File: config.mk
export PLATFORM = sky130hd
export DESIGN_NAME = batt_test_seq
export DESIGN_NICKNAME = d
export VERILOG_FILES = /design/src/rtl/batt_test_pkg.sv /design/src/rtl/bt_trigger.sv /design/src/rtl/bt_phase.sv /design/src/rtl/bt_alarm.sv /design/src/rtl/batt_test_seq.sv
export SDC_FILE = /design/constraint.sdc
export NUM_CORES = 1
export LEC_CHECK = 0
export CORE_AREA = 5 5 42 44
export CTS_BUF_LIST = sky130_fd_sc_hd__clkbuf_8
export DETAILED_ROUTE_END_ITERATION = 10
export DIE_AREA = 0 0 47 49
export DONT_BUFFER_PORTS = 1
export SLEW_MARGIN = 0
export SYNTH_ARGS = -nofsm -noshare
export SYNTH_HDL_FRONTEND = slang
export SYNTH_SLANG_ARGS = --single-unit
File: constraint.sdc
create_clock -name clk -period 1 [get_ports clk]
set_input_delay 0.1 -clock clk [delete_from_list [all_inputs] [get_ports clk]]
set_output_delay 0.1 -clock clk [all_outputs]
set_load 0.05 [all_outputs]
File: src/rtl/batt_test_pkg.sv
package batt_test_pkg;
  typedef enum logic [1:0] {
    PH_IDLE = 2'd0,
    PH_STAB = 2'd1,
    PH_TEST = 2'd2
  } phase_t;
endpackage

File: src/rtl/bt_trigger.sv
module bt_trigger (
  input  logic clk,
  input  logic rst_n,
  input  logic kill,
  input  logic en,
  input  logic ok,
  input  logic busy,
  input  logic hour_pulse,
  input  logic pwr_up,
  output logic start
);
  logic en_prev;

  always_ff @(posedge clk or negedge rst_n) begin
    if (!rst_n) en_prev <= 1'b0;
    else        en_prev <= en;
  end

  always_comb begin
    start = ok && !busy && !kill &&
            ((en && !en_prev) || hour_pulse || pwr_up);
  end

  // a trigger during a test is ignored
  assert_no_start_busy_R12: assert property (@(posedge clk) disable iff (!rst_n)
    busy |-> !start);
endmodule

File: src/rtl/bt_phase.sv
module bt_phase
  import batt_test_pkg::*;
#(
  parameter int STAB_TICKS = 1,
  parameter int TEST_TICKS = 1
) (
  input  logic clk,
  input  logic rst_n,
  input  logic kill,
  input  logic start,
  input  logic ok,
  input  logic tick,
  output logic busy,
  output logic sample
);
  localparam int MAXT = (STAB_TICKS > TEST_TICKS) ? STAB_TICKS : TEST_TICKS;
  localparam int CW   = (MAXT > 1) ? $clog2(MAXT) : 1;
  localparam logic [CW-1:0] STAB_LAST = CW'(STAB_TICKS - 1);
  localparam logic [CW-1:0] TEST_LAST = CW'(TEST_TICKS - 1);

  phase_t        st;
  logic [CW-1:0] cnt;

  always_ff @(posedge clk or negedge rst_n) begin
    if (!rst_n) begin
      st  <= PH_IDLE;
      cnt <= '0;
    end else if (kill) begin
      st  <= PH_IDLE;
      cnt <= '0;
    end else begin
      case (st)
        PH_IDLE: if (start) begin
          st  <= PH_STAB;
          cnt <= '0;
        end
        PH_STAB: if (!ok) begin
          st <= PH_IDLE;
        end else if (tick) begin
          if (cnt == STAB_LAST) begin
            st  <= PH_TEST;
            cnt <= '0;
          end else cnt <= cnt + 1'b1;
        end
        PH_TEST: if (!ok) begin
          st <= PH_IDLE;
        end else if (tick) begin
          if (cnt == TEST_LAST) begin
            st  <= PH_IDLE;
            cnt <= '0;
          end else cnt <= cnt + 1'b1;
        end
        default: st <= PH_IDLE;
      endcase
    end
  end

  assign busy   = (st != PH_IDLE);
  assign sample = (st == PH_TEST) && ok && !kill;

  // losing a run condition ends the test on the next edge
  assert_abort_R11: assert property (@(posedge clk) disable iff (!rst_n)
    (busy && !ok) |=> !busy);
  // the test phase never falls back into stabilization
  assert_no_restart_R12: assert property (@(posedge clk) disable iff (!rst_n)
    (st == PH_TEST) |=> (st != PH_STAB));
endmodule

File: src/rtl/bt_alarm.sv
module bt_alarm (
  input  logic clk,
  input  logic rst_n,
  input  logic kill,
  input  logic set_req,
  input  logic wr_clr,
  output logic flag
);
  always_ff @(posedge clk or negedge rst_n) begin
    if (!rst_n)       flag <= 1'b0;
    else if (kill)    flag <= 1'b0;
    else if (set_req) flag <= 1'b1;
    else if (wr_clr)  flag <= 1'b0;
  end

  // the flag holds until an explicit clear
  assert_sticky_R9: assert property (@(posedge clk) disable iff (!rst_n)
    (flag && !kill && !wr_clr) |=> flag);
  // a failed sample always leaves the flag set
  assert_set_R7: assert property (@(posedge clk) disable iff (!rst_n)
    (set_req && !kill) |=> flag);
endmodule

File: src/rtl/batt_test_seq.sv
module batt_test_seq #(
  parameter int CFG_W      = 8,
  parameter int EN_BIT     = 0,
  parameter int STAB_TICKS = 1,
  parameter int TEST_TICKS = 1
) (
  input  logic             clk,
  input  logic             rst_n,
  input  logic             tick_1hz,
  input  logic             hour_pulse,
  input  logic             pwr_up,
  input  logic             vcc_good,
  input  logic             osc_run,
  input  logic             batt_low,
  input  logic             stat_wr,
  input  logic             batt_insert,
  input  logic             cfg_we,
  input  logic [CFG_W-1:0] cfg_wdata,
  output logic [CFG_W-1:0] cfg_q,
  output logic             load_on,
  output logic             alarm_flag,
  output logic             alarm_n,
  output logic             rtc_rst
);
  logic en, ok, start, busy, sample;

  always_ff @(posedge clk or negedge rst_n) begin
    if (!rst_n) begin
      cfg_q   <= '0;
      rtc_rst <= 1'b0;
    end else begin
      rtc_rst <= batt_insert;
      if (batt_insert) cfg_q <= '0;
      else if (cfg_we) cfg_q <= cfg_wdata;
    end
  end

  assign en = cfg_q[EN_BIT];
  assign ok = en && vcc_good && osc_run;

  bt_trigger u_trig (
    .clk(clk), .rst_n(rst_n), .kill(batt_insert), .en(en), .ok(ok),
    .busy(busy), .hour_pulse(hour_pulse), .pwr_up(pwr_up), .start(start)
  );

  bt_phase #(.STAB_TICKS(STAB_TICKS), .TEST_TICKS(TEST_TICKS)) u_phase (
    .clk(clk), .rst_n(rst_n), .kill(batt_insert), .start(start), .ok(ok),
    .tick(tick_1hz), .busy(busy), .sample(sample)
  );

  bt_alarm u_alarm (
    .clk(clk), .rst_n(rst_n), .kill(batt_insert),
    .set_req(sample && batt_low), .wr_clr(stat_wr), .flag(alarm_flag)
  );

  assign load_on = busy;
  assign alarm_n = ~alarm_flag;

  // insertion clears state and requests a clock reset
  assert_insert_R10: assert property (@(posedge clk) disable iff (!rst_n)
    batt_insert |=> (cfg_q == '0 && !alarm_flag && rtc_rst && !load_on));
  // a test only begins with supply and oscillator present
  assert_gate_R5: assert property (@(posedge clk) disable iff (!rst_n)
    $rose(load_on) |-> $past(vcc_good && osc_run));
endmodule

* After elaboration in Yosys (flattened, before gate mapping)
Index checks and enable logic that the tools add are counted.
Cells by class: add/subtract/negate cells 1, multiply operators 0, div/mod/pow operators 0, order comparisons 0, equality and inequality tests 9, shift-type cells 0, muxes and demuxes 20, bitwise operators 1, reduce and logical (&&, ||, !) cells 22
Operators by type and width (number):
- 2-bit 2-to-1 mux | 8
- 8-bit 2-to-1 mux | 2
- 4-bit inequality test, second input constant | 4
- 1-bit logical AND | 9
- 1-bit 2-to-1 mux | 8
- 3-bit by 1-bit inequality test with 1-bit output, second input constant | 2
- 2-bit one-hot mux with 3 select lines | 1
- 3-bit nonzero test | 2
- 5-bit AND reduction | 1
- 4-bit AND reduction | 1
- 2-bit nonzero test | 2
- 1-bit zero test | 3
- 3-bit inequality test, second input constant | 1
- 2-bit by 1-bit == test with 1-bit output, second input constant | 1
- 2-bit == test, second input constant | 1
- 2-bit zero test | 1
- 1-bit logical OR | 2
- 1-bit one-hot mux with 2 select lines | 1
- 2-bit OR reduction | 1
- 1-bit adder, second input constant | 1
- 1-bit NOT | 1
Word-level totals: register bits after elaboration 14, latch bits 0, RAM bits 0, memory bits (read-only) 0, bits of input ports 19, memories 0

* Longest topological paths before layout
Gate-level depths: netlist of run 1.
depth in word-level cells 8, gate-level depth with buffers 3, mapped depth without buffers 2

* Cells and area by module
A second synthesis of run 1 with hierarchy kept.
Second synthesis, totals: cell total of the unflattened synthesis 49, area total of the unflattened synthesis 568.0 µm²
By module, submodules not included:
- batt_test_seq | times used 1, cells an instance 30, area an instance 366.6 µm², sequential area each 225.2 µm²
- bt_phase | times used 1, cells an instance 11, area an instance 112.6 µm², sequential area each 50.0 µm²
- bt_trigger | times used 1, cells an instance 4, area an instance 45.0 µm², sequential area each 25.0 µm²
- bt_alarm | times used 1, cells an instance 4, area an instance 43.8 µm², sequential area each 25.0 µm²

* Least setup slack after synthesis of run 1
Ideal clock, no wire load.
path type register to register, start register, netlist name u_alarm.flag, end register u_alarm.flag, setup time 0.102 ns, arrival 1.235 ns, setup slack -0.337 ns, stages on the path, launching flop included 3, clock period less this slack 1.337 ns, cell sequence dfrtp_1 inv_1 o32ai_1
RTL lines:
- to (signal assigned) | line bt_alarm.sv:10 | if (!rst_n) flag <= 1'b0;
- to (signal assigned) | line bt_alarm.sv:11 | else if (kill) flag <= 1'b0;
- to (signal assigned) | line bt_alarm.sv:12 | else if (set_req) flag <= 1'b1;
- to (decl) | line bt_alarm.sv:7 | output logic flag

* Worst setup path in the final report of run 1
start register u_phase.st[1], end output load_on
On the way: longest elaborated chain between the ends 1
Ends and longest elaborated chain:
- from (decl) | line bt_phase.sv:21 | phase_t st;
- from (signal assigned) | line bt_phase.sv:26 | st <= PH_IDLE;
- from (signal assigned) | line bt_phase.sv:29 | st <= PH_IDLE;
- from (signal assigned) | line bt_phase.sv:34 | st <= PH_STAB;
- 2-bit nonzero test | line bt_phase.sv:58 | assign busy = (st != PH_IDLE);
- to (decl) | line batt_test_seq.sv:20 | output logic load_on,
No other way between the ends.

==> key figures, run 1 <==
Die
  – Number of placed I/O pins: 31
  – Core Region: 1400 µm²
  – DIE HEIGHT: 49 µm
  – Die area: 2300 µm²
  – Die W: 47 µm
  – Initial Util: 0.392
  – Std-Cell Rows: 14

Status
  – Status: finished, violations left
  – Failing checks: setup timing

Critical path
  – Setup Crit Path Kind: flip-flop to primary output
  – Crit path launch type: flip-flop
  – Arr. time, crit path: 0.99 ns
  – Worst path cell trace: or2_4
  – Delay-heaviest family, CP: flip-flops
  – Critical path buffer and inverter count: 0
  – CP peak stage delay: 0.41 ns
  – CP Capture Type: primary output
  – Slowest CP cell: dfrtp_1
  – Worst Path Max Fanout: 5
  – CP required: 0.90 ns

STA
  – Least-Margin Pin Slew: 0.575 ns
  – Min Clock Period, post-route: 1.09 ns
  – Fmax: 918 MHz
  – Fin Hold WS: 0.0158 ns
  – Worst setup margin: -0.0898 ns
  – Slew Limit Fails: 0
  – Final Setup Violations: 1
  – Final hold vios: 0
  – Post-route clock period utilization: 1.09
  – Max Clock Skew: 0.000441 ns
  – RSZ-0062 raised after global routing: yes
  – Relative slew slack: 0.615

Global routing
  – Tot GR Track Use: 0.127
  – First-pass GRT wire length: 2080 µm
  – Largest net degree at the start of global routing: 14
  – GR peak layer: met2
  – Met3 Usage GRT: 0.0590
  – Total grt overflow: 0
  – Grt met2 use: 0.222
  – Vias in the first global route: 432
  – Initial antenna violation count: 0
  – Global Route met1 Usage: 0.134

Clock tree
  – H-tree lvl count: 1
  – Clk sink count: 13
  – CTS tree: done
  – Reg clk slew, reported paths: 0.05 ns
  – Clock Root Buffer: clkbuf_8
  – CTS buffer count: 3
  – Clock tree buffer depth: 2
  – Clock latency on the worst-skew pair: 0.23 ns

Route
  – Via count: 380
  – TritonRoute pass-1 iters: 1
  – Antenna Nets Post-Route: 0
  – DR vias/cell: 5.14
  – DRT iter0 DRCs: 0
  – Final wirelength: 1280 µm
  – Wire per inst: 17.2 µm
  – DRC: 0

Cells and area
  – Antenna diodes: 0
  – NumNets Final: 78
  – Fill count: 128
  – Footprint of the multi-input gates: 205 µm²
  – Final core utilization: 0.527
  – Synth-to-layout area growth: 34.4%
  – Share of layout cells above drive strength 1: 0.362
  – Register area: 327 µm²

Pwr
  – Power Density: 1600 nW/µm²
  – Power Total: 0.00118 W
  – Total leakage power: 0.376 nW
  – Peak supply drop: 896 µV

Yosys
  – Number of synthesized flops with an enable pin: 0
  – Top cell type by total area after synthesis: dfrtp_1
  – Synthesized area: 549 µm²
  – Count leader, synth: dfrtp_1
  – Synth top cells by count: dfrtp_1 (13), mux2i_1 (8), nor2_1 (8)
  – Flops & latches, synth: 13
  – Ys async rst share: 1.00
  – Post-synth top area share: 0.592
  – Cell variety after synth: 15
  – Yosys warns: 0
  – Most used DFF post-synth: dfrtp_1
  – Synthesized instance count: 42
  – Synth top area cells: dfrtp_1 (59%), mux2i_1 (15%), nor2_1 (5.5%)
  – Syn nets: 61
  – Synthesized area per cell: 13.1 µm²
  – Sequential fraction of the synthesis area: 0.592

Flow run
  – MaxCap Viol Count: 0

Place
  – Placer's final routability congestion estimate: 0.718
  – IO buf count: 0

Hold path
  – Worst min path class: input port to flip-flop
## report_power, final
group	total [W]	internal (W)	switching [W]
logic	0.000165	0.0000593	0.000106
registers	0.000570	0.000550	0.0000208
clock network	0.000443	0.000274	0.000169
## cells by family (layout without fill, tap and decap cells)
kind of cell    after synthesis  count (layout)  synth area share
flops                        13              13             0.592
simple gates                 14              14             0.169
buf+inv                       4              20            0.0501
compound gates                3               3            0.0433
mux                           8               8             0.146
## through the flow
step / std cells / setup WS, ns / TNS, ns / cell area, µm²
after floorplan: 42 / -0.227 / -0.227 / 557
after global placement: 66 / 0.0225 / 0 / 636
after detailed placement: 66 / -0.00908 / -0.00908 / 636
after CTS: 74 / -0.0940 / -0.111 / 732
after global routing: 74 / -0.118 / -0.189 / 738
final: 74 / -0.0898 / -0.0898 / 738
## layout by cell type, fill, tap and decap left out, drive strengths merged
| master | count |
|---|---|
| dfrtp | 13 |
| buf | 11 |
| mux2i | 8 |
| nor2 | 8 |
| clkbuf | 3 |
| dlygate4sd3 | 3 |
| nand3b | 2 |
| or2 | 1 |
| clkinvlp | 1 |
| or3b | 1 |
| nand4b | 1 |
| a21oi | 1 |
| nor4b | 1 |
| a2111oi | 1 |
| o32ai | 1 |
| clkinv | 1 |
| dlymetal6s4s | 1 |
## timing repair
action,CTS,global route
gates resized for setup,3,2
endpoints found under the setup margin,4,5
pin swaps,1,0
endpoints found under the hold margin,24,0
hold buffers,4,0
buffers inserted,0,0
## worst register-to-register path, delay by kind of cell, from the launching register on
family	cells	cell delay, ns
AO/OA/AOI/OAI	1	0.11
AND/OR/NAND/NOR	1	0.39
flip-flops	1	0.42
## area by class of cell
cell class | count | area share
flip-flops and latches | 13 | 0.442
multi-input cells | 25 | 0.278
repair buffers | 15 | 0.180
clock buffers | 3 | 0.0559
well taps | 16 | 0.0271
inverters | 1 | 0.0102
clock inverters | 1 | 0.00678
## worst paths after layout
path	from	to	slack, ns	cells past startpoint
setup / recovery	u_phase.st[1]$_DFFE_PN0P_	load_on	-0.09	1
hold / removal	vcc_good	u_phase.st[0]$_DFFE_PN0P_	0.02	2
setup reg to reg	u_phase.st[0]$_DFFE_PN0P_	u_phase.st[1]$_DFFE_PN0P_	0.01	2
hold reg to reg	u_phase.st[1]$_DFFE_PN0P_	u_phase.st[0]$_DFFE_PN0P_	0.51	1
max in group asynchronous	rst_n	u_alarm.flag$_DFFE_PN0P_	0.29	1
min in group asynchronous	rst_n	cfg_q[2]$_DFFE_PN0P_	0.30	1
## flip-flops by register name, indices dropped and copies added (netlist names)
signal / flops
cfg_q: 8
rtc_rst: 1
u_alarm.flag: 1
u_phase.st: 2
u_trig.en_prev: 1
## routing by layer
metal  wire (µm)  up-vias
met2         706       20
met1         415      184
met3         155        0
met4           0        0
met5           0        -
li1            -      176
Note: power is estimated with default switching activity, not from simulation.
==> run 2, diff against run 1 <==
--- a/config.mk
+++ b/config.mk
@@ -5,10 +5,11 @@
 export SDC_FILE = /design/constraint.sdc
 export NUM_CORES = 1
 export LEC_CHECK = 0
-export CORE_AREA = 5 5 42 44
+export ABC_AREA = 1
+export CORE_MARGIN = 5
+export CORE_UTILIZATION = 46
 export CTS_BUF_LIST = sky130_fd_sc_hd__clkbuf_8
 export DETAILED_ROUTE_END_ITERATION = 10
-export DIE_AREA = 0 0 47 49
 export DONT_BUFFER_PORTS = 1
 export SLEW_MARGIN = 0
 export SYNTH_ARGS = -nofsm -noshare
==> key figures, run 2 <==
Status
  – Status: finished, violations left
  – Failing checks: hold timing, setup timing

Clock tree
  – CTS tree: done
  – CTS buffer count: 3 (unchanged)
  – Clock latency on the worst-skew pair: 0.24 ns (about the same)
  – Clk sink count: 13 (unchanged)
  – H-tree lvl count: 1 (unchanged)
  – Reg clk slew, reported paths: 0.06 ns (about the same)
  – Clock tree buffer depth: 2 (unchanged)
  – Clock Root Buffer: clkbuf_8

Die
  – Std-Cell Rows: 13 (-1)
  – DIE HEIGHT: 47.2 µm (-3.7%)
  – Initial Util: 0.488 (+0.0965)
  – Die W: 47.2 µm (+0.36%)
  – Core Region: 1300 µm² (-7.1%)
  – Die area: 2230 µm² (-3.4%)
  – Number of placed I/O pins: 31 (unchanged)

Place
  – Pre-CTS WS: 0.0172 ns (+0.0263 ns)
  – Placer's final routability congestion estimate: 0.702 (-2.3%)
  – Dpl hpwl: 1090 µm
  – IO buf count: 0 (unchanged)
  – Dpl cells: 95 (+44%)

Global routing
  – Largest net degree at the start of global routing: 14 (unchanged)
  – Total grt overflow: 0 (unchanged)
  – Global Route met1 Usage: 0.195 (+0.0610)
  – Tot GR Track Use: 0.156 (+0.0285)
  – Met3 Usage GRT: 0.0613 (+0.00226)
  – Grt met2 use: 0.238 (+0.0168)
  – Vias in the first global route: 552 (+28%)
  – GR peak layer: met2
  – Initial antenna violation count: 0 (unchanged)
  – First-pass GRT wire length: 2350 µm (+13%)

Critical path
  – CP Capture Type: primary output
  – Crit path launch type: flip-flop
  – Slowest CP cell: dfrtp_1
  – Critical path buffer and inverter count: 2 (+2)
  – Delay-heaviest family, CP: flip-flops
  – CP peak stage delay: 0.40 ns (about the same)
  – Worst Path Max Fanout: 3 (-2)
  – Worst path cell trace: nor2_2 -> inv_2 -> buf_6
  – CP required: 0.90 ns (about the same)
  – Arr. time, crit path: 0.97 ns (-0.02 ns)
  – Setup Crit Path Kind: flip-flop to primary output

Yosys
  – Synth top area cells: dfrtp_1 (51%), o21ai_2 (11%), nand3_1 (8.7%)
  – Post-synth top area share: 0.512 (-0.0804)
  – Syn nets: 91 (+49%)
  – Synthesized instance count: 72 (+71%)
  – Mux contribution to synthesized area: 0 (-0.146)
  – Synthesized area: 636 µm² (+16%)
  – Number of synthesized flops with an enable pin: 0 (unchanged)
  – Largest family of logic cells by synthesized area: simple AND/OR/NAND/NOR gates
  – Top cell type by total area after synthesis: dfrtp_1
  – Ys async rst share: 1.00 (unchanged)
  – XOR/XNOR Fraction of Synth Area: 0 (unchanged)
  – Flops & latches, synth: 13 (unchanged)
  – Synthesized area per cell: 8.83 µm² (-32%)
  – Yosys warns: 0 (unchanged)
  – Post-synthesis simple-gate area fraction: 0.205 (+0.0362)
  – Sequential fraction of the synthesis area: 0.512 (-0.0804)
  – Synth top cells by count: dfrtp_1 (13), inv_1 (13), nand3_1 (11)
  – Synth Area in Compound Gates: 0.154 (+0.110)
  – Most used DFF post-synth: dfrtp_1
  – Post-synthesis adder-cell area fraction: 0 (unchanged)
  – Cell variety after synth: 15 (unchanged)

STA
  – Slew Limit Fails: 0 (unchanged)
  – Final Setup Violations: 2 (+1)
  – Final hold vios: 2 (+2)
  – Max Clock Skew: 0.00197 ns (+0.00152 ns)
  – Fmax: 933 MHz (+1.7%)
  – Relative slew slack: 0.527 (-0.0879)
  – RSZ-0062 raised after global routing: yes
  – Min Clock Period, post-route: 1.07 ns (-0.0184 ns)
  – Post-route clock period utilization: 1.07 (-0.0184)
  – Fin Hold WS: -0.0126 ns (-0.0284 ns)
  – Least-Margin Pin Slew: 0.709 ns (+0.134 ns)
  – Worst setup margin: -0.0714 ns (+0.0184 ns)

Pwr
  – Total leakage power: 0.385 nW (+2.4%)
  – Power Density: 1430 nW/µm² (-11%)
  – Power Total: 0.00122 W (+3.3%)
  – Peak supply drop: 909 µV (+1.5%)

Route
  – DRC: 0 (unchanged)
  – TritonRoute pass-1 iters: 2 (+1)
  – DRT iter0 DRCs: 5 (+5)
  – Final wirelength: 1460 µm (+15%)
  – DR vias/cell: 5.26 (+2.5%)
  – Wire per inst: 14.2 µm (-18%)
  – Via count: 542 (+43%)
  – Antenna Nets Post-Route: 0 (unchanged)

Cells and area
  – Most common cell after layout, fill and taps aside: dfrtp_1
  – Most frequent cells in the layout: dfrtp_1 (12), inv_1 (11), nand3_1 (9), buf_4 (9)
  – NumNets Final: 108 (+38%)
  – Biggest register: cfg_q
  – Antenna diodes: 0 (unchanged)
  – Regs by FF count: cfg_q x8, u_phase.st x2
  – Synth-to-layout area growth: 34.3%
  – Layout Cells excl Fill: 103 (+39%)
  – Max reg flops: 8 (unchanged)
  – Share of layout cells above drive strength 1: 0.398 (+0.0357)

Hold path
  – Worst min path class: input port to flip-flop

Flow run
  – MaxCap Viol Count: 0 (unchanged)
[run 2: metrics by stage]
| step | utilization | setup TNS, ns | hold WS [ns] | cell area (µm²) |
|---|---|---|---|---|
| final | 0.656 | -0.126 | -0.0126 | 853 |
| after global routing | 0.656 | -0.269 | 0.00873 | 853 |
| after CTS | 0.619 | -0.128 | 0.00824 | 806 |
| after detailed placement | 0.547 | 0 | -0.195 | 712 |
| after global placement | 0.547 | 0 | -0.195 | 712 |
| after floorplan | - | -0.212 | -0.196 | 641 |
[run 2: cells by family (layout without fill, tap and decap cells)]
group,count (synthesis),after routing
AO/OA/AOI/OAI,13,13
buffers and inverters,17,33
flip-flops,13,13
AND/OR/NAND/NOR,29,29
[run 2: layer usage]
layer | part of all wire | vias to the layer above | wire, µm
li1 | - | 261 | -
met3 | 0.087 | 4 | 128
met4 | 0.014 | 0 | 21
met5 | 0 | - | 0
met2 | 0.48 | 21 | 699
met1 | 0.42 | 256 | 613
[run 2: area by class of cell]
type	count	area, µm²
fill	117	448
inverter	14	56.3
sequential	13	327
tap	15	18.8
timing repair buffer	15	135
clock inverter	1	3.75
multi-input combinational	42	272
clock buffer	3	41.3
[run 2: where the power goes]
part	switching [W]	internal (W)	total (W)
combinational	0.000130	0.0000562	0.000187
clock	0.000189	0.000271	0.000460
sequential	0.0000212	0.000549	0.000571
[run 2: worst paths after layout]
| path | startpoint | endpoint | slack, ns | cells after the start |
|---|---|---|---|---|
| min in group asynchronous | rst_n | cfg_q[1]$_DFFE_PN0P_ | 0.30 | 1 |
| max in group asynchronous | rst_n | u_alarm.flag$_DFFE_PN0P_ | 0.29 | 1 |
| worst min-delay path | pwr_up | u_phase.st[0]$_DFFE_PN0P_ | -0.01 | 2 |
| worst min register to register | cfg_q[1]$_DFFE_PN0P_ | cfg_q[1]$_DFFE_PN0P_ | 0.53 | 2 |
| worst max-delay path | u_phase.st[0]$_DFFE_PN0P_ | load_on | -0.07 | 3 |
| worst max register to register | u_phase.st[0]$_DFFE_PN0P_ | u_phase.st[1]$_DFFE_PN0P_ | -0.05 | 7 |
[run 2: repair_timing]
item,4_1_cts,5_1_grt
hold buffers,3,0
buffers inserted,1,0
pin swaps,2,2
resized for setup,3,13
setup endpoints to repair,2,5
hold endpoints to repair,15,0
[run 2: worst reg2reg max path, delay by kind of cell, from the launching register on]
kind	cells	cell delay, ns
buf+inv	2	0.17
flops	1	0.40
compound gates	1	0.14
simple gates	4	0.24
==> run 3, diff against run 2 <==
==> constraint.sdc (replaced) <==
create_clock -name clk -period 1.2 [get_ports clk]
set_input_delay 0.12 -clock clk [delete_from_list [all_inputs] [get_ports clk]]
set_output_delay 0.12 -clock clk [all_outputs]
set_load 0.02 [all_outputs]
==> key figures, run 3 (same netlist as run 2, synthesis figures left out) <==
Clock tree
  – Post-CTS Setup Repair Bufs: 0 (-1)
  – Post-CTS sizing: 0 (-3)
  – CTS tree: done
  – Cts hold-fix bufs: 3 (unchanged)
  – H-tree lvl count: 1 (unchanged)
  – CTS buffer count: 3 (unchanged)
  – Reg clk slew, reported paths: 0.06 ns (about the same)
  – Clock tree buffer depth: 2 (unchanged)
  – Clk sink count: 13 (unchanged)
  – Clock Root Buffer: clkbuf_8
  – Clock latency on the worst-skew pair: 0.24 ns (about the same)

Pwr
  – Psw: 0.000248 W (-27%)
  – Peak supply drop: 857 µV (-5.7%)
  – Clk pwr share: 0.414 (+0.036)
  – Logic pwr share: 0.077 (-0.076)
  – Total leakage power: 0.331 nW (-14%)
  – Sw frac: 0.257 (-0.0225)
  – Power Density: 1330 nW/µm² (-6.7%)
  – Power Total: 0.000963 W (-21%)
  – Internal power: 0.000715 W (-18%)
  – Flop pwr share: 0.509 (+0.040)

Cells and area
  – Max reg flops: 8 (unchanged)
  – Biggest register: cfg_q
  – Synth-to-layout area growth: 13.8%
  – NumNets Final: 99 (-8.3%)
  – Regs by FF count: cfg_q x8, u_phase.st x2
  – Share of layout cells above drive strength 1: 0.190 (-0.208)
  – Layout Cells excl Fill: 94 (-8.7%)
  – Most frequent cells in the layout: inv_1 (13), dfrtp_1 (13), nand3_1 (11)
  – Antenna diodes: 0 (unchanged)

Global routing
  – First-pass GRT wire length: 2300 µm (-2.0%)
  – Largest net degree at the start of global routing: 14 (unchanged)
  – Vias in the first global route: 528 (-4.3%)
  – Grt met2 use: 0.233 (-0.00542)
  – Global Route met1 Usage: 0.174 (-0.0215)
  – Met3 Usage GRT: 0.0881 (+0.0268)
  – GR peak layer: met2
  – Initial antenna violation count: 0 (unchanged)
  – Tot GR Track Use: 0.153 (-0.00332)
  – Total grt overflow: 0 (unchanged)

Critical path
  – CP Capture Type: primary output
  – Arr. time, crit path: 1.01 ns (+0.04 ns)
  – Crit path launch type: flip-flop
  – CP required: 1.08 ns (+0.18 ns)
  – Setup Crit Path Kind: flip-flop to primary output
  – Worst Path Max Fanout: 4 (+1)

STA
  – Final hold vios: 0 (-2)
  – Sum Neg Setup Slack: 0 ns (+0.126 ns)
  – Fmax: 888 MHz
  – RSZ-0062 raised after global routing: no
  – Post-route clock period utilization: 0.938
  – Final Setup Violations: 0 (-2)
  – Least-Margin Pin Slew: 0.725 ns (+0.0160 ns)
  – Relative slew slack: 0.517 (-0.0107)
  – Slew Limit Fails: 0 (unchanged)
  – Min Clock Period, post-route: 1.13 ns
  – Max Clock Skew: 0.000852 ns (-0.00111 ns)

Die
  – Initial Util: 0.488 (unchanged)
  – DIE HEIGHT: 47.2 µm (unchanged)
  – Std-Cell Rows: 13 (unchanged)
  – Number of placed I/O pins: 31 (unchanged)
  – Die W: 47.2 µm (unchanged)
  – Core Region: 1300 µm² (unchanged)
  – Die area: 2230 µm² (unchanged)

Place
  – Placer's final routability congestion estimate: 0.849 (+21%)
  – Dpl hpwl: 1040 µm (-4.7%)
  – Dpl cells: 87 (-8.4%)
  – IO buf count: 0 (unchanged)

Route
  – Final wirelength: 1410 µm (-3.3%)
  – DR vias/cell: 5.15 (-2.2%)
  – Antenna Nets Post-Route: 0 (unchanged)
  – DRT iter0 DRCs: 12 (+7)
  – DRC: 0 (unchanged)
  – TritonRoute pass-1 iters: 4 (+2)
  – Via count: 484 (-11%)
  – Wire per inst: 15.0 µm (+5.9%)

Status
  – Status: finished clean

Hold path
  – Worst min path class: input port to flip-flop

Flow run
  – MaxCap Viol Count: 0 (unchanged)
[run 3: area by class of cell]
class                           count  area, µm²
Sequential cell                    13        325
Multi-Input combinational cell     42        228
Clock inverter                      1       5.00
Clock buffer                        3       41.3
Fill cell                         130        578
Timing Repair Buffer                6       52.6
Inverter                           14       52.6
Tap cell                           15       18.8
[run 3: worst max-delay path, cell delays in order, from the launching register on]
cell and delay [ns]:
dfrtp_1 0.41, nor2_1 0.12, inv_1 0.08, buf_4 0.16
[run 3: final timing paths]
check	depth (start not counted)	to	slack, ns	startpoint
max in group asynchronous	1	rtc_rst$_DFF_PN0_	0.52	rst_n
min in group asynchronous	1	cfg_q[2]$_DFFE_PN0P_	0.31	rst_n
hold / removal	2	u_phase.st[0]$_DFFE_PN0P_	0.03	pwr_up
setup reg to reg	5	u_phase.st[1]$_DFFE_PN0P_	0.21	cfg_q[0]$_DFFE_PN0P_
setup / recovery	3	load_on	0.07	u_phase.st[0]$_DFFE_PN0P_
hold reg to reg	0	u_trig.en_prev$_DFF_PN0_	0.44	cfg_q[0]$_DFFE_PN0P_
[run 3: power by group through the flow]
stage | combinational [W] | clock, W | sequential [W]
floorplan | 0.0000597 | 0 | 0.000494
global placement | 0.0000572 | 0 | 0.000498
detailed placement | 0.0000589 | 0 | 0.000498
CTS | 0.0000757 | 0.000413 | 0.000491
global route | 0.0000849 | 0.000428 | 0.000492
finish | 0.0000739 | 0.000399 | 0.000490
[run 3: stage by stage]
step | hold WS, ns | worst slack (ns) | utilization | cell area, µm²
floorplan | -0.176 | 0.238 | - | 636
global route | 0.0257 | 0.0139 | 0.556 | 723
finish | 0.0293 | 0.0740 | 0.556 | 723
global placement | -0.175 | 0.262 | 0.497 | 647
detailed placement | -0.175 | 0.206 | 0.497 | 647
CTS | 0.0247 | 0.0514 | 0.556 | 723
[run 3: layer usage]
metal  vias to the layer above  part of all wire
met3                         2             0.090
met5                         -                 0
met4                         0            0.0064
met1                       222              0.39
met2                        19              0.51
li1                        241                 -
